File: src/rtl/fp32pk_pkg.sv
`timescale 1ns/1ps
package fp32pk_pkg;
  localparam int FRAC_W   = 23;
  localparam int SIG_W    = FRAC_W + 1;
  localparam int EXP_BIAS = 127;
  localparam int EXP_TOP  = 255;

  typedef enum logic [1:0] {
    CLS_ZERO = 2'd0,
    CLS_NUM  = 2'd1,
    CLS_INF  = 2'd2,
    CLS_NAN  = 2'd3
  } cls_e;

  typedef enum logic [1:0] {
    RM_NEAR = 2'd0,
    RM_ZERO = 2'd1,
    RM_POS  = 2'd2,
    RM_NEG  = 2'd3
  } rmode_e;

  typedef struct packed {
    logic ovf;
    logic unf;
    logic inx;
  } flags_t;
endpackage

File: src/rtl/fp32pk_align.sv
`timescale 1ns/1ps
// Biased exponent, subnormal detection and right alignment with sticky collection.
module fp32pk_align
  import fp32pk_pkg::*;
#(
  parameter int EXP_W  = 10,
  parameter int MANT_W = 28   // must be at least SIG_W + 3
) (
  input  logic [EXP_W-1:0]        exp_i,
  input  logic [MANT_W-1:0]       mant_i,
  input  logic                    sticky_i,
  output logic signed [EXP_W:0]   be_o,
  output logic                    sub_o,
  output logic [SIG_W-1:0]        sig_o,
  output logic                    guard_o,
  output logic                    round_o,
  output logic                    sticky_o
);
  localparam int BE_W = EXP_W + 1;
  localparam int SHW  = $clog2(MANT_W + 1);
  localparam int LOW_W = MANT_W - SIG_W - 2;

  logic signed [BE_W-1:0] be;
  logic signed [BE_W-1:0] sh_raw;
  logic [SHW-1:0]         sh;

  always_comb begin
    be     = $signed({exp_i[EXP_W-1], exp_i}) + $signed(BE_W'(EXP_BIAS));
    sub_o  = be < $signed(BE_W'(1));
    sh_raw = $signed(BE_W'(1)) - be;
    if (!sub_o) begin
      sh = '0;
    end else if (sh_raw > $signed(BE_W'(MANT_W))) begin
      sh = SHW'(MANT_W);
    end else begin
      sh = sh_raw[SHW-1:0];
    end
  end

  // log-depth right shifter; each stage records whether it dropped a one
  logic [MANT_W-1:0] stage [SHW+1];
  logic              lost  [SHW+1];

  assign stage[0] = mant_i;
  assign lost[0]  = 1'b0;

  for (genvar k = 0; k < SHW; k++) begin : g_shift
    localparam int AMT = 1 << k;
    localparam logic [MANT_W-1:0] DROP = ~({MANT_W{1'b1}} << AMT);
    assign stage[k+1] = sh[k] ? (stage[k] >> AMT) : stage[k];
    assign lost[k+1]  = lost[k] | (sh[k] & (|(stage[k] & DROP)));
  end

  logic [MANT_W-1:0] aligned;
  logic [LOW_W-1:0]  low_bits;

  always_comb begin
    aligned  = stage[SHW];
    be_o     = be;
    sig_o    = aligned[MANT_W-1 -: SIG_W];
    guard_o  = aligned[MANT_W-SIG_W-1];
    round_o  = aligned[MANT_W-SIG_W-2];
    low_bits = aligned[LOW_W-1:0];
    sticky_o = (|low_bits) | lost[SHW] | sticky_i;
  end

  // a subnormal shift always clears the leading-one position
  always_comb begin
    if (sub_o) begin
      p_sub_lead_clear_r8: assert (!sig_o[SIG_W-1]);
    end
  end
endmodule

File: src/rtl/fp32pk_round.sv
`timescale 1ns/1ps
// Four-mode rounding of the aligned significand.
module fp32pk_round
  import fp32pk_pkg::*;
(
  input  logic [SIG_W-1:0] sig_i,
  input  logic             guard_i,
  input  logic             round_i,
  input  logic             sticky_i,
  input  logic             sign_i,
  input  rmode_e           rm_i,
  output logic [SIG_W:0]   rnd_o,
  output logic             inexact_o
);
  logic up;

  always_comb begin
    inexact_o = guard_i | round_i | sticky_i;
    unique case (rm_i)
      RM_NEAR: up = guard_i & (round_i | sticky_i | sig_i[0]);
      RM_ZERO: up = 1'b0;
      RM_POS:  up = inexact_o & ~sign_i;
      RM_NEG:  up = inexact_o & sign_i;
      default: up = 1'b0;
    endcase
    rnd_o = {1'b0, sig_i} + {{SIG_W{1'b0}}, up};
  end

  // a round-up can only come from an inexact value
  always_comb begin
    p_up_needs_inexact_r6: assert (!up || inexact_o);
  end
endmodule

File: src/rtl/fp32pk_assemble.sv
`timescale 1ns/1ps
// Special classes, exponent carry, overflow policy and flag generation.
module fp32pk_assemble
  import fp32pk_pkg::*;
#(
  parameter int EXP_W = 10
) (
  input  cls_e                  cls_i,
  input  logic                  sign_i,
  input  logic signed [EXP_W:0] be_i,
  input  logic                  sub_i,
  input  logic [SIG_W:0]        rnd_i,
  input  logic                  inexact_i,
  input  logic [FRAC_W-1:0]     nan_frac_i,
  input  rmode_e                rm_i,
  input  logic                  trap_i,
  output logic [31:0]           word_o,
  output flags_t                flags_o
);
  localparam int FE_W = EXP_W + 2;

  logic signed [FE_W-1:0] exp_fin;
  logic                   ovf_cond;
  logic                   to_inf;
  logic [FRAC_W-1:0]      quiet_mask;

  always_comb begin
    exp_fin    = $signed({be_i[EXP_W], be_i}) + $signed({{(FE_W-1){1'b0}}, rnd_i[SIG_W]});
    ovf_cond   = exp_fin >= $signed(FE_W'(EXP_TOP));
    quiet_mask = {1'b1, {(FRAC_W-1){1'b0}}};
    unique case (rm_i)
      RM_NEAR: to_inf = 1'b1;
      RM_ZERO: to_inf = 1'b0;
      RM_POS:  to_inf = ~sign_i;
      RM_NEG:  to_inf = sign_i;
      default: to_inf = 1'b1;
    endcase
  end

  always_comb begin
    word_o  = {sign_i, 31'd0};
    flags_o = '0;
    unique case (cls_i)
      CLS_ZERO: word_o = {sign_i, 31'd0};
      CLS_INF:  word_o = {sign_i, 8'hFF, {FRAC_W{1'b0}}};
      CLS_NAN:  word_o = {sign_i, 8'hFF, nan_frac_i | quiet_mask};
      CLS_NUM: begin
        flags_o.inx = inexact_i;
        if (sub_i) begin
          // carry into bit FRAC_W lands in the exponent field as a 1
          word_o = {sign_i, 7'd0, rnd_i[FRAC_W], rnd_i[FRAC_W-1:0]};
          flags_o.unf = ~rnd_i[FRAC_W] & (inexact_i | trap_i);
        end else if (ovf_cond) begin
          flags_o.inx = 1'b1;
          flags_o.ovf = to_inf;
          word_o = to_inf ? {sign_i, 8'hFF, {FRAC_W{1'b0}}}
                          : {sign_i, 8'hFE, {FRAC_W{1'b1}}};
        end else begin
          word_o = {sign_i, exp_fin[7:0], rnd_i[FRAC_W-1:0]};
        end
      end
      default: word_o = {sign_i, 31'd0};
    endcase
  end

  // a finite input reaches exponent 255 only as an overflow to infinity
  always_comb begin
    if (cls_i == CLS_NUM && word_o[30:23] == 8'hFF) begin
      p_num_top_exp_r10: assert (flags_o.ovf);
    end
  end
endmodule

File: src/rtl/fp32_result_packer.sv
`timescale 1ns/1ps
module fp32_result_packer
  import fp32pk_pkg::*;
#(
  parameter int EXP_W  = 10,
  parameter int MANT_W = 28
) (
  input  logic              clk,
  input  logic              rst_n,
  input  logic              in_valid,
  input  logic [1:0]        in_class,
  input  logic              in_sign,
  input  logic [EXP_W-1:0]  in_exp,
  input  logic [MANT_W-1:0] in_mant,
  input  logic              in_sticky,
  input  logic [1:0]        rnd_mode,
  input  logic              uf_trap_en,
  output logic              out_valid,
  output logic [31:0]       out_word,
  output logic              flag_overflow,
  output logic              flag_underflow,
  output logic              flag_inexact
);
  // reset: asserted asynchronously, released on the clock
  logic rst_meta_n, rst_sync_n;
  always_ff @(posedge clk or negedge rst_n) begin
    if (!rst_n) begin
      rst_meta_n <= 1'b0;
      rst_sync_n <= 1'b0;
    end else begin
      rst_meta_n <= 1'b1;
      rst_sync_n <= rst_meta_n;
    end
  end

  cls_e   cls;
  rmode_e rm;
  assign cls = cls_e'(in_class);
  assign rm  = rmode_e'(rnd_mode);

  logic signed [EXP_W:0] be;
  logic                  sub;
  logic [SIG_W-1:0]      sig;
  logic                  grd, rnd_bit, stk;
  logic [SIG_W:0]        rounded;
  logic                  inexact;
  logic [31:0]           word_c;
  flags_t                flags_c;

  fp32pk_align #(.EXP_W(EXP_W), .MANT_W(MANT_W)) u_align (
    .exp_i    (in_exp),
    .mant_i   (in_mant),
    .sticky_i (in_sticky),
    .be_o     (be),
    .sub_o    (sub),
    .sig_o    (sig),
    .guard_o  (grd),
    .round_o  (rnd_bit),
    .sticky_o (stk)
  );

  fp32pk_round u_round (
    .sig_i     (sig),
    .guard_i   (grd),
    .round_i   (rnd_bit),
    .sticky_i  (stk),
    .sign_i    (in_sign),
    .rm_i      (rm),
    .rnd_o     (rounded),
    .inexact_o (inexact)
  );

  fp32pk_assemble #(.EXP_W(EXP_W)) u_assemble (
    .cls_i      (cls),
    .sign_i     (in_sign),
    .be_i       (be),
    .sub_i      (sub),
    .rnd_i      (rounded),
    .inexact_i  (inexact),
    .nan_frac_i (in_mant[MANT_W-2 -: FRAC_W]),
    .rm_i       (rm),
    .trap_i     (uf_trap_en),
    .word_o     (word_c),
    .flags_o    (flags_c)
  );

  // next-state
  logic        valid_d;
  logic [31:0] word_d;
  flags_t      flags_d, flags_q;

  always_comb begin
    valid_d = in_valid;
    word_d  = out_word;
    flags_d = flags_q;
    if (in_valid) begin
      word_d  = word_c;
      flags_d = flags_c;
    end
  end

  // registers
  always_ff @(posedge clk or negedge rst_sync_n) begin
    if (!rst_sync_n) begin
      out_valid <= 1'b0;
      out_word  <= '0;
      flags_q   <= '0;
    end else begin
      out_valid <= valid_d;
      out_word  <= word_d;
      flags_q   <= flags_d;
    end
  end

  assign flag_overflow  = flags_q.ovf;
  assign flag_underflow = flags_q.unf;
  assign flag_inexact   = flags_q.inx;

  p_valid_follows_r11: assert property (@(posedge clk) disable iff (!rst_sync_n)
    in_valid |=> out_valid);
  p_idle_follows_r11: assert property (@(posedge clk) disable iff (!rst_sync_n)
    !in_valid |=> !out_valid);
  p_hold_word_r11: assert property (@(posedge clk) disable iff (!rst_sync_n)
    !in_valid |=> $stable(out_word) && $stable(flags_q));
  p_ovf_is_inf_r10: assert property (@(posedge clk) disable iff (!rst_sync_n)
    flag_overflow |-> out_word[30:0] == 31'h7F80_0000);
  p_ovf_inexact_r6: assert property (@(posedge clk) disable iff (!rst_sync_n)
    flag_overflow |-> flag_inexact);
  p_unf_is_tiny_r8: assert property (@(posedge clk) disable iff (!rst_sync_n)
    flag_underflow |-> out_word[30:23] == 8'd0);
endmodule

File: config.mk
export PLATFORM = sky130hd
export DESIGN_NAME = fp32_result_packer
export DESIGN_NICKNAME = d
export VERILOG_FILES = /design/src/rtl/fp32pk_pkg.sv /design/src/rtl/fp32pk_align.sv /design/src/rtl/fp32pk_round.sv /design/src/rtl/fp32pk_assemble.sv /design/src/rtl/fp32_result_packer.sv
export SDC_FILE = /design/constraint.sdc
export NUM_CORES = 1
export LEC_CHECK = 0
export BUFFER_PORTS_ARGS = -buffer_cell sky130_fd_sc_hd__buf_2
export CORE_ASPECT_RATIO = 1.2
export CORE_MARGIN = 1
export CORE_UTILIZATION = 55
export DETAILED_ROUTE_END_ITERATION = 8
export HOLD_SLACK_MARGIN = 0.03
export PLACE_DENSITY = 0.87
export RECOVER_POWER = 25
export SLEW_MARGIN = 20
export SYNTH_ARGS = -nofsm -noshare
export SYNTH_HDL_FRONTEND = slang
export SYNTH_SLANG_ARGS = --single-unit
File: constraint.sdc
create_clock -name clk -period 2.78 [get_ports clk]
set_input_delay 0.556 -clock clk [delete_from_list [all_inputs] [get_ports clk]]
set_output_delay 0.556 -clock clk [all_outputs]
set_load 0.05 [all_outputs]
==> key figures, run 1 <==
Yosys
  – Async S/R FF share, synth: 1.00
  – Mean post-synth cell area: 7.03 µm²
  – Seq cells post-synth: 38
  – Synth top area cells: dfrtp_1 (17%), a21oi_1 (5.9%), nand2_1 (5.8%), o21ai_0 (4.9%), nor2_1 (4.8%)
  – Unique cell type count in the Yosys netlist: 100
  – Synth top area share: 0.166
  – Mapped Area: 5710 µm²
  – Cell taking the most area after synthesis: dfrtp_1
  – Syn_nets: 868
  – Yosys warns: 0
  – Top_reg_cell synth: dfrtp_1
  – Seq/Total Area, Yosys: 0.166
  – Syn Inst Count: 812
  – Number of synthesized flops with an enable pin: 0

Placed design
  – Placed cell count: 1,265
  – GP Congestion: 1.17
  – DP Area: 8530 µm²
  – PortBufs: 83
  – Pre-CTS WS: -5.64 ns
  – Post-detail-place hpwl: 22,000 µm

Global routing
  – Largest net degree at the start of global routing: 47
  – Number of global-route vias before repair: 11,500
  – Overflow after GRT: 181
  – GR Util All Layers: 0.811
  – First-pass GRT wire length: 67,100 µm

Outcome
  – Status: stopped before the end
  – Fail Step: global routing (5_1_grt)
  – Stop err: [ERROR GRT-0116] Global routing finished with congestion. Check the congestion regions in the DRC Viewer.

CTS
  – CTS Root Cell: clkbuf_16
  – CTS HTree Levels: 2
  – Clock sink count: 38
  – Clock Path Buffers: 2
  – Number of buffers inserted by hold repair at cts: 0
  – CTS Buf Count: 5

Floorplan
  – I/O pin count: 84
  – Die Width: 95.0 µm
  – Die Y-Extent: 114 µm
  – Starting density of the core: 0.568
  – # rows: 40
## synth_stat cells (all sizes together) (3+ instances only)
master / instances
a2111oi: 12
a211o: 5
a211oi: 14
a21boi: 3
a21o: 8
a21oi: 70
a221oi: 5
a22oi: 4
a31o: 5
a31oi: 35
a32oi: 6
a41oi: 4
and2: 13
and3: 13
and4: 4
and4b: 3
buf: 30
clkbuf: 34
dfrtp: 38
ha: 8
inv: 17
mux2: 5
mux2i: 5
nand2: 90
nand3: 51
nand4: 15
nor2: 76
nor2b: 10
nor3: 23
nor3b: 4
nor4: 13
o211ai: 12
o21ai: 70
o221ai: 3
o22a: 5
o22ai: 5
o31a: 3
o31ai: 10
or2: 3
or3: 8
or4: 5
xnor2: 20
xor2: 10
## kinds of logic after synthesis
| logic type | Yosys count | synth area share |
|---|---|---|
| AOI/OAI and AO/OA | 305 | 0.376 |
| xor gates and xnor gates | 30 | 0.0460 |
| adders and majority gates | 8 | 0.0175 |
| buffers and inverters | 81 | 0.0679 |
| DFF | 38 | 0.166 |
| muxes | 10 | 0.0186 |
| other | 1 | 0.000657 |
| and+or+nand+nor | 339 | 0.307 |
## what timing repair did
item | CTS
hold endpoints to repair | 0
setup buffers | 25
pin swaps | 60
setup endpoints to repair | 34
gates resized for setup | 113
## through the flow
stage               utilization  hold WS [ns]
detailed placement        0.848         0.288
floorplan                     -         0.260
global placement          0.848         0.283
CTS                       0.933        0.0352
## per-layer routing
layer  overflow  GRT usage
met1          2      0.779
met3          0      0.639
met2        115      0.998
met5          0      0.127
met4         64      0.900
==> inputs of run 2 (changes only) <==
- CORE_ASPECT_RATIO: 1.2 -> not set
- CORE_UTILIZATION: 55 -> 40
- HOLD_SLACK_MARGIN: 0.03 -> not set
- PLACE_DENSITY: 0.87 -> not set
- PLACE_DENSITY_LB_ADDON: not set -> 0.15
==> run 2 against run 1 <==
Compared with the run above: the flow now finishes, with violations (max-capacitance violations, max-slew violations, negative setup slack); synthesized area did not move; synthesized cell count did not move.
==> key figures, run 2 <==
Yosys
  – Synth top area cells: dfrtp_1 (17%), a21oi_1 (5.9%), nand2_1 (5.8%), o21ai_0 (4.9%), nor2_1 (4.8%)
  – Synth Area in Adders: 0.0175 (unchanged)
  – Syn Inst Count: 812 (unchanged)
  – Yosys warns: 0 (unchanged)
  – Number of synthesized flops with an enable pin: 0 (unchanged)
  – Synth top area share: 0.166 (unchanged)
  – Mean post-synth cell area: 7.03 µm² (unchanged)
  – Main combinational cell family by area after synthesis: compound AO/OA/AOI/OAI gates
  – Unique cell type count in the Yosys netlist: 100 (unchanged)
  – Count leader, synth: nand2_1
  – Mapped Area: 5710 µm² (unchanged)
  – Synth Area in Simple Gates: 0.307 (unchanged)
  – Xor/xnor share of the synthesized area: 0.0460 (unchanged)
  – Seq/Total Area, Yosys: 0.166 (unchanged)
  – Async S/R FF share, synth: 1.00 (unchanged)
  – Most common library cells after synthesis: nand2_1 (89), nor2_1 (73), a21oi_1 (67)
  – Synth Area in Compound Gates: 0.376 (unchanged)
  – Mux contribution to synthesized area: 0.0186 (unchanged)
  – Syn_nets: 868 (unchanged)
  – Cell taking the most area after synthesis: dfrtp_1
  – Top_reg_cell synth: dfrtp_1
  – Seq cells post-synth: 38 (unchanged)

STA
  – RSZ-0062 raised after global routing: yes
  – Slack of the critical path: -5.02 ns
  – Fmax: 128 MHz
  – Worst-Margin Slew: 1.94 ns
  – Period utilization: 2.81
  – Rel. slew slack: -0.295
  – Slew Limit Fails: 37
  – Final clock skew: 0.00700 ns
  – Final Hold Viols: 0
  – Setup violators final: 34
  – Period minus WS final: 7.80 ns
  – Setup TNS: -163.56 ns

Route
  – DRC Markers: 0
  – DR pass1 iterations: 5
  – Drt via density: 6.07
  – Via count: 8,369
  – Routed WL: 28,300 µm
  – ANT nets after route: 0
  – Drt wl/cell: 20.5 µm
  – 1st-iter DRT viols: 860

Floorplan
  – I/O pin count: 84 (unchanged)
  – Starting density of the core: 0.411 (-0.156)
  – Die Y-Extent: 121 µm (+6.9%)
  – Die ar.: 14,800 µm²
  – Core area: 13,900 µm²
  – # rows: 43 (+7.5%)
  – Die Width: 121 µm (+28%)

Layout
  – Design area: 9840 µm²
  – Layout cells sized above 1: 0.498
  – Max reg flops: 32
  – Commonest non-fill, non-tap cells in the layout: buf_4 (332), nand2_1 (80), buf_2 (80)
  – # diodes: 0
  – Largest Register: out_word
  – Final Core Density: 0.709
  – Commonest non-fill, non-tap cell in the layout: buf_4
  – Area grow syn2layout: 72.3%
  – Total Nets Final: 1,253

CTS
  – CTS Root Cell: clkbuf_16
  – Clock sink count: 38 (unchanged)
  – Clock Path Buffers: 2 (unchanged)
  – Clk_lat worst skew: 0.29 ns
  – Number of buffers inserted by hold repair at cts: 0 (unchanged)
  – CTS Buf Count: 5 (unchanged)
  – CTS HTree Levels: 2 (unchanged)
  – TritonCTS clock tree: built
  – Clock Pin Slew Worst Setup and Hold Paths: 0.06 ns

Job
  – Max Cap Viol: 1

Global routing
  – GR Util All Layers: 0.380
  – Largest net degree at the start of global routing: 44
  – Overflow after GRT: 0
  – Number of global-route vias before repair: 8,217
  – Initial antenna violation count: 0
  – First-pass GRT wire length: 43,300 µm

Worst hold path
  – Worst Hold Class: in -> async

Placed design
  – PortBufs: 83 (unchanged)
  – Post-detail-place hpwl: 22,000 µm (+0.10%)
  – DP Area: 8680 µm² (+1.7%)
  – GP Congestion: 1.01 (-13%)
  – Pre-CTS WS: -5.60 ns (+0.0395 ns)

Critical path
  – Worst stage delay on the critical path: 0.57 ns
  – CP Capture Type: flip-flop
  – Crit path arrival time: 7.97 ns
  – Peak fanout along the critical path: 8
  – Worst Path Class, Setup: in -> reg
  – CP Launch Type: input pin
  – Critical-path top delay cell: or4_4
  – Crit path top cell by count: buf_4
  – Critical Path RT: 2.95 ns

Pwr
  – Lkg Pwr: 4.30 nW
  – Power per cell area: 394 nW/µm²
  – Worst IR Drop VDD: 0.357 mV

Outcome
  – Failing checks: max-capacitance violations, max-slew violations, negative setup slack
  – Status: finished, violations left
-- run 2: cell counts after synthesis --
Identical to the previous run, type by type.
-- run 2: worst paths after layout --
path	cells after the start	startpoint	endpoint	slack, ns
setup / recovery	42	in_exp[3]	out_word[17]	-5.02
hold / removal	1	rst_n	rst_sync_n	0.04
setup reg to reg	1	rst_sync_n	out_word[12]	0.77
hold reg to reg	0	rst_meta_n	rst_sync_n	0.36
max in group asynchronous	1	rst_sync_n	out_word[12]	0.77
min in group clk	0	rst_meta_n	rst_sync_n	0.36
-- run 2: area by class of cell --
| type | count | area, µm² |
|---|---|---|
| multi-input combinational | 693 | 5120 |
| fill | 1153 | 4040 |
| timing repair buffer | 442 | 3270 |
| sequential | 38 | 951 |
| tap | 180 | 225 |
| clock buffer | 5 | 125 |
| inverter | 17 | 78.8 |
| clock inverter | 3 | 68.8 |
-- run 2: kinds of logic (layout without fill, tap and decap cells) --
| logic type | count (synthesis) | count (layout) |
|---|---|---|
| buffers and inverters | 81 | 467 |
| multiplexers | 10 | 10 |
| AND/OR/NAND/NOR | 339 | 339 |
| AO/OA/AOI/OAI | 305 | 305 |
| other | 1 | 1 |
| flip-flops | 38 | 38 |
| adder cells (fa/ha/maj) | 8 | 8 |
| XOR/XNOR | 30 | 30 |
-- run 2: worst max-delay path: cells and delay by family --
kind            cells  cell delay [ns]
simple gates       15             2.93
buf+inv             8             1.05
fa+ha+maj           4             0.64
xor+xnor            1             0.16
compound gates     14             2.61
-- run 2: per-stage QoR --
step | power [mW] | std cells | hold slack [ns]
after floorplan | 1.84 | 812 | 0.260
after global placement | 2.80 | 1333 | 0.281
after detailed placement | 2.82 | 1333 | 0.310
after CTS | 3.72 | 1361 | 0.0380
after global routing | 4.05 | 1378 | 0.0411
final | 3.88 | 1378 | 0.0404
-- run 2: timing repair --
| action | 4_1_cts | 5_1_grt |
|---|---|---|
| pin swaps | 50 | 46 |
| gates cloned | 1 | 0 |
| setup endpoints to repair | 34 | 34 |
| setup buffers | 19 | 22 |
| resized for setup | 87 | 69 |
-- run 2: metal layers --
metal,vias up,share of wire,global-route usage
met2,413,0.47,0.635
met1,4008,0.40,0.464
met4,0,0.055,0.205
li1,3859,-,-
met3,89,0.069,0.0583
met5,-,0,0
-- run 2: where the power goes --
group | switching, mW | leakage, nW | internal, mW
registers | 0.0309 | 0.455 | 0.613
clock network | 0.240 | 0.0940 | 0.516
logic | 1.41 | 3.75 | 1.06
total | 1.68 | 4.30 | 2.19
Power figures use the tool's default switching activity.
==> inputs of run 3 (changes only) <==
- CTS_BUF_LIST: not set -> sky130_fd_sc_hd__clkbuf_8
==> run 3 against run 2 <==
Compared with the run above: the run still ends with max-capacitance violations, max-slew violations, negative setup slack left; clock-buffer cell count is the same; largest cell class unchanged; largest power group unchanged; register-to-register slack lost 0.02 ns; routed wire length shrank 0.12%; via count grew 1.1%.
==> key figures, run 3 (synthesis results as in run 2) <==
Global routing
  – First-pass GRT wire length: 43,300 µm (+0.14%)
  – Overflow after GRT: 0 (unchanged)
  – GR Util All Layers: 0.379 (about the same)
  – Number of global-route vias before repair: 8,191 (-0.32%)
  – Initial antenna violation count: 0 (unchanged)
  – Largest net degree at the start of global routing: 44 (unchanged)

Critical path
  – Critical Path RT: 2.97 ns (+0.02 ns)
  – Crit path arrival time: 8.00 ns (+0.03 ns)
  – Worst stage delay on the critical path: 0.53 ns (-0.04 ns)
  – Crit-path leading delay family: compound AO/OA/AOI/OAI gates
  – Critical-path top delay cell: or4b_4
  – Worst Path Class, Setup: in -> reg
  – CP Capture Type: flip-flop
  – Peak fanout along the critical path: 11 (+3)
  – CP Launch Type: input pin
  – WP buf/inv: 5 (-3)

STA
  – Final clock skew: 0.0103 ns (+0.00325 ns)
  – Slack of the critical path: -5.03 ns (-0.00775 ns)
  – Slew Limit Fails: 37 (unchanged)
  – Fmax: 128 MHz (about the same)
  – Rel. slew slack: -0.307 (-0.0125)
  – Setup violators final: 34 (unchanged)
  – Setup TNS: -162.72 ns (+0.833 ns)
  – Period minus WS final: 7.81 ns (+0.00775 ns)
  – RSZ-0062 raised after global routing: yes
  – Period utilization: 2.81 (about the same)
  – Worst hold margin: 0.0134 ns (-0.0270 ns)
  – Worst-Margin Slew: 1.96 ns (+0.0188 ns)
  – Final Hold Viols: 0 (unchanged)

Route
  – Drt wl/cell: 20.6 µm (+0.17%)
  – DR pass1 iterations: 6 (+1)
  – ANT nets after route: 0 (unchanged)
  – Routed WL: 28,300 µm (-0.12%)
  – 1st-iter DRT viols: 861 (+0.12%)
  – Drt via density: 6.16 (+1.4%)
  – DRC Markers: 0 (unchanged)
  – Via count: 8,462 (+1.1%)

Layout
  – Non-filler cells, final: 1,374 (-0.29%)
  – Area grow syn2layout: 70.5%
  – Final Core Density: 0.702 (-0.00712)
  – Max reg flops: 32 (unchanged)
  – Commonest non-fill, non-tap cells in the layout: buf_4 (331), nand2_1 (80), buf_2 (80)
  – Design area: 9740 µm² (-1.0%)
  – Total Nets Final: 1,249 (-0.32%)
  – # diodes: 0 (unchanged)
  – Largest Register: out_word
  – Layout cells sized above 1: 0.497 (-0.00168)
  – Commonest non-fill, non-tap cell in the layout: buf_4

Placed design
  – Placed cell count: 1,333 (unchanged)
  – PortBufs: 83 (unchanged)
  – Post-detail-place hpwl: 22,000 µm (unchanged)
  – Pre-CTS WS: -5.60 ns (unchanged)
  – DP Area: 8680 µm² (unchanged)
  – GP Congestion: 1.01 (unchanged)

Floorplan
  – Core area: 13,900 µm² (unchanged)
  – Die Y-Extent: 121 µm (unchanged)
  – Starting density of the core: 0.411 (unchanged)
  – # rows: 43 (unchanged)
  – Die Width: 121 µm (unchanged)
  – Die ar.: 14,800 µm² (unchanged)
  – I/O pin count: 84 (unchanged)

Outcome
  – Failing checks: max-capacitance violations, max-slew violations, negative setup slack
  – Status: finished, violations left

Worst hold path
  – Worst Hold Class: in -> async

CTS
  – CTS Root Cell: clkbuf_8
  – Clock Pin Slew Worst Setup and Hold Paths: 0.09 ns (+0.03 ns)
  – Clk_lat worst skew: 0.31 ns (+0.02 ns)
  – TritonCTS clock tree: built
  – CTS HTree Levels: 2 (unchanged)
  – Clock sink count: 38 (unchanged)
  – Number of buffers inserted by hold repair at cts: 0 (unchanged)
  – CTS Buf Count: 5 (unchanged)
  – Clock Path Buffers: 2 (unchanged)

Pwr
  – Tot Pwr: 3.69 mW (-4.8%)
  – Worst IR Drop VDD: 0.348 mV (-2.6%)
  – Lkg Pwr: 4.25 nW (-1.1%)
  – Power per cell area: 379 nW/µm² (-3.8%)

Job
  – Max Cap Viol: 1 (unchanged)
-- run 3: repair_timing --
item	in CTS	in global routing
cloned	1	0
setup buffers	19	18
endpoints found under the setup margin	34	34
resized for setup	87	64
pin swaps	50	47
-- run 3: metal layers --
| metal | vias up | track usage | share of wire |
|---|---|---|---|
| li1 | 3857 | - | - |
| met1 | 4061 | 0.468 | 0.40 |
| met2 | 455 | 0.636 | 0.47 |
| met3 | 89 | 0.0517 | 0.071 |
| met4 | 0 | 0.200 | 0.054 |
| met5 | - | 0 | 0 |
-- run 3: cell type report --
type / instances / area, µm²
clock inverter: 3 / 68.8
clock buffer: 5 / 68.8
multi-input combinational: 693 / 5120
inverter: 17 / 78.8
tap: 180 / 225
timing repair buffer: 438 / 3230
sequential: 38 / 951
fill: 1176 / 4140
-- run 3: report_power, final --
| group | internal (mW) | switching, mW |
|---|---|---|
| combinational | 1.06 | 1.41 |
| sequential | 0.611 | 0.0314 |
| clock | 0.360 | 0.222 |
| total | 2.03 | 1.66 |
-- run 3: worst paths after layout --
kind	startpoint	to	slack, ns	cells after the start
min in group clk	rst_meta_n	rst_sync_n	0.36	0
min reg2reg	rst_meta_n	rst_sync_n	0.36	0
min	rst_n	rst_sync_n	0.01	1
max in group asynchronous	rst_sync_n	out_word[13]	0.75	1
max reg2reg	rst_sync_n	out_word[13]	0.75	1
max	in_exp[2]	out_word[17]	-5.03	39
==> inputs of run 4 (changes only) <==
- CORE_ASPECT_RATIO: not set -> 1.2
- SYNTH_HIERARCHICAL: not set -> 1
==> run 4 against run 3 <==
Compared with the run above: the flow still finishes with violations (max-capacitance violations, max-slew violations, negative setup slack); register-to-register slack improved by 0.08 ns; cell count is 13% lower; via count fell by 18%; combinational power is 3% higher; first-iteration DRC count fell by 40%; critical path type unchanged; highest routed layer unchanged.
==> key figures, run 4 <==
STA
  – Period utilization: 2.53 (-0.279)
  – RSZ-0062 raised after global routing: yes
  – Slack of the critical path: -4.25 ns (+0.776 ns)
  – Final Hold Viols: 0 (unchanged)
  – Worst hold margin: 0.0132 ns (-0.000230 ns)
  – Worst-Margin Slew: 1.90 ns (-0.0594 ns)
  – Fmax: 142 MHz (+11%)
  – Setup violators final: 34 (unchanged)
  – Final clock skew: 0.00702 ns (-0.00323 ns)
  – Period minus WS final: 7.03 ns (-0.776 ns)
  – Slew Limit Fails: 37 (unchanged)
  – Rel. slew slack: -0.268 (+0.0396)
  – Setup TNS: -140.39 ns (+22.33 ns)

Yosys
  – Seq/Total Area, Yosys: 0.171 (+0.00407)
  – Number of synthesized flops with an enable pin: 0 (unchanged)
  – Synth top area cells: dfrtp_1 (17%), mux2_4 (8.1%), nand2_1 (5.3%), a21oi_1 (4.8%), nor2_1 (4.7%)
  – Syn Inst Count: 699 (-14%)
  – Mapped Area: 5580 µm² (-2.4%)
  – Top_reg_cell synth: dfrtp_1
  – Most common library cells after synthesis: nand2_1 (79), nor2_1 (70), a21oi_1 (54)
  – Cell taking the most area after synthesis: dfrtp_1
  – Syn_nets: 754 (-13%)
  – Count leader, synth: nand2_1
  – Seq cells post-synth: 38 (unchanged)
  – Synth top area share: 0.171 (+0.00407)
  – Yosys warns: 6 (+6)
  – Mean post-synth cell area: 7.98 µm² (+13%)
  – Async S/R FF share, synth: 1.00 (unchanged)
  – Unique cell type count in the Yosys netlist: 90 (-10%)

Placed design
  – DP Area: 8050 µm² (-7.2%)
  – PortBufs: 83 (unchanged)
  – GP Congestion: 1.04 (+2.1%)
  – Post-detail-place hpwl: 17,800 µm (-19%)

CTS
  – TritonCTS clock tree: built
  – CTS Buf Count: 5 (unchanged)
  – Number of buffers inserted by hold repair at cts: 0 (unchanged)
  – Clock Path Buffers: 2 (unchanged)
  – Clock sink count: 38 (unchanged)
  – CTS HTree Levels: 2 (unchanged)
  – Clock Pin Slew Worst Setup and Hold Paths: 0.08 ns (about the same)
  – Clk_lat worst skew: 0.30 ns (about the same)
  – CTS Root Cell: clkbuf_8

Layout
  – Total Nets Final: 1,077 (-14%)
  – Layout cells sized above 1: 0.590 (+0.0938)
  – # diodes: 0 (unchanged)
  – Largest Register: out_word
  – Number of fill cells in the layout: 1,058 (-10%)
  – Area grow syn2layout: 66.6%
  – Max reg flops: 32 (unchanged)
  – Commonest non-fill, non-tap cells in the layout: buf_4 (256), buf_2 (79), nand2_1 (77)
  – Design area: 9290 µm² (-4.6%)
  – Commonest non-fill, non-tap cell in the layout: buf_4

Route
  – Drt via density: 5.85 (-4.9%)
  – Drt wl/cell: 19.5 µm (-5.2%)
  – ANT nets after route: 0 (unchanged)
  – 1st-iter DRT viols: 517 (-40%)
  – DR pass1 iterations: 5 (-1)
  – DRC Markers: 0 (unchanged)
  – Via count: 6,972 (-18%)
  – Routed WL: 23,200 µm (-18%)

Pwr
  – Combinational share of power: 0.672 (+0.004)
  – Int Pwr: 2.13 mW (+5.0%)
  – Sequential share of power: 0.175 (about the same)
  – Sw frac: 0.437 (-0.0132)
  – Worst IR Drop VDD: 0.358 mV (+2.8%)
  – Lkg Pwr: 4.13 nW (-2.9%)
  – Clock power frac: 0.153 (-0.005)
  – Power per cell area: 408 nW/µm² (+7.6%)
  – Sw power: 1.66 mW (-0.44%)

Critical path
  – Worst Path Class, Setup: in -> reg
  – Crit-path leading delay family: compound AO/OA/AOI/OAI gates
  – Peak fanout along the critical path: 10 (-1)
  – Worst stage delay on the critical path: 0.38 ns (-0.15 ns)
  – Critical-path top delay cell: nor4bb_4
  – CP Capture Type: flip-flop
  – Crit path arrival time: 7.23 ns (-0.77 ns)
  – CP Launch Type: input pin
  – WP buf/inv: 8 (+3)
  – Critical Path RT: 2.98 ns (about the same)

Global routing
  – Largest net degree at the start of global routing: 45 (+2.3%)
  – Initial antenna violation count: 0 (unchanged)
  – Overflow after GRT: 0 (unchanged)
  – First-pass GRT wire length: 35,700 µm (-18%)
  – GR Util All Layers: 0.318 (-0.0610)
  – Number of global-route vias before repair: 6,862 (-16%)

Outcome
  – Status: finished, violations left
  – Failing checks: max-capacitance violations, max-slew violations, negative setup slack

Floorplan
  – # rows: 46 (+7.0%)
  – Die ar.: 14,400 µm² (-2.3%)
  – Die Y-Extent: 131 µm (+8.1%)
  – Core area: 13,400 µm² (-3.4%)
  – Die Width: 110 µm (-9.6%)
  – I/O pin count: 84 (unchanged)
  – Starting density of the core: 0.416 (+0.00427)

Worst hold path
  – Worst Hold Class: in -> async

Job
  – Max Cap Viol: 1 (unchanged)
==> run 4: cell types whose count changed in the layout (fill, tap and decap cells not counted), sizes merged, moves of 8 or more <==
cell	previous run	this run
a2111oi	12	1
a21oi	70	55
a31oi	35	7
buf	436	363
mux2	5	46
nand2	90	80
nand2b	2	10
nand3	51	25
nor2b	10	1
o21a	1	9
o21ai	70	49
xor2	10	19
==> run 4: worst paths after layout <==
path / slack, ns / start / endpoint / depth (start not counted)
max in group asynchronous: 0.83 / rst_sync_n / out_word[4] / 1
min in group clk: 0.37 / rst_meta_n / rst_sync_n / 0
worst max register to register: 0.83 / rst_sync_n / out_word[4] / 1
worst min-delay path: 0.01 / rst_n / rst_meta_n / 1
worst max-delay path: -4.25 / in_exp[0] / out_word[23] / 39
worst min register to register: 0.37 / rst_meta_n / rst_sync_n / 0
==> run 4: area by class of cell <==
type,instances,area (µm²),share of cell area
Timing Repair Buffer,366,2780,0.299
Clock inverter,3,68.8,0.00741
Inverter,23,91.3,0.00983
Multi-Input combinational cell,588,5120,0.551
Clock buffer,5,68.8,0.00741
Tap cell,168,210,0.0226
Sequential cell,38,951,0.102
==> run 4: cells by family after synthesis <==
kind of cell	count (synthesis)	synth area share
adder cells (fa/ha/maj)	7	0.0157
AND/OR/NAND/NOR	264	0.242
flip-flops	38	0.171
AO/OA/AOI/OAI	219	0.297
buffers and inverters	73	0.0785
other	1	0.000673
XOR/XNOR	41	0.0644
multiplexers	56	0.131
==> run 4: routing by layer <==
layer | vias to the layer above | GRT usage | part of all wire
met4 | 0 | 0.126 | 0.049
met3 | 65 | 0.0342 | 0.052
met1 | 3416 | 0.403 | 0.41
met2 | 256 | 0.542 | 0.48
li1 | 3235 | - | -
met5 | - | 0 | 0
==> run 4: what timing repair did <==
action	4_1_cts	5_1_grt
buffers inserted	23	9
endpoints found under the setup margin	34	34
resized for setup	100	67
gates cloned	3	1
pin swaps	39	35
==> run 4: through the flow <==
| stage | power (mW) | worst slack, ns | utilization | std cells |
|---|---|---|---|---|
| 6_report | 3.79 | -4.25 | 0.693 | 1191 |
| 5_1_grt | 3.97 | -4.54 | 0.693 | 1191 |
| 4_1_cts | 3.63 | -4.05 | 0.664 | 1183 |
| 3_5_place_dp | 2.84 | -4.60 | 0.600 | 1151 |
| 3_3_place_gp | 2.82 | -4.42 | 0.600 | 1151 |
| 2_1_floorplan | 1.96 | -4.04 | - | 699 |
==> run 4: power groups by stage <==
stage | registers, mW | logic [mW] | clock network [mW]
2_1_floorplan | 0.919 | 1.04 | 0
6_report | 0.663 | 2.54 | 0.580
4_1_cts | 0.663 | 2.38 | 0.585
5_1_grt | 0.671 | 2.69 | 0.611
3_5_place_dp | 0.672 | 2.17 | 0
3_3_place_gp | 0.671 | 2.15 | 0
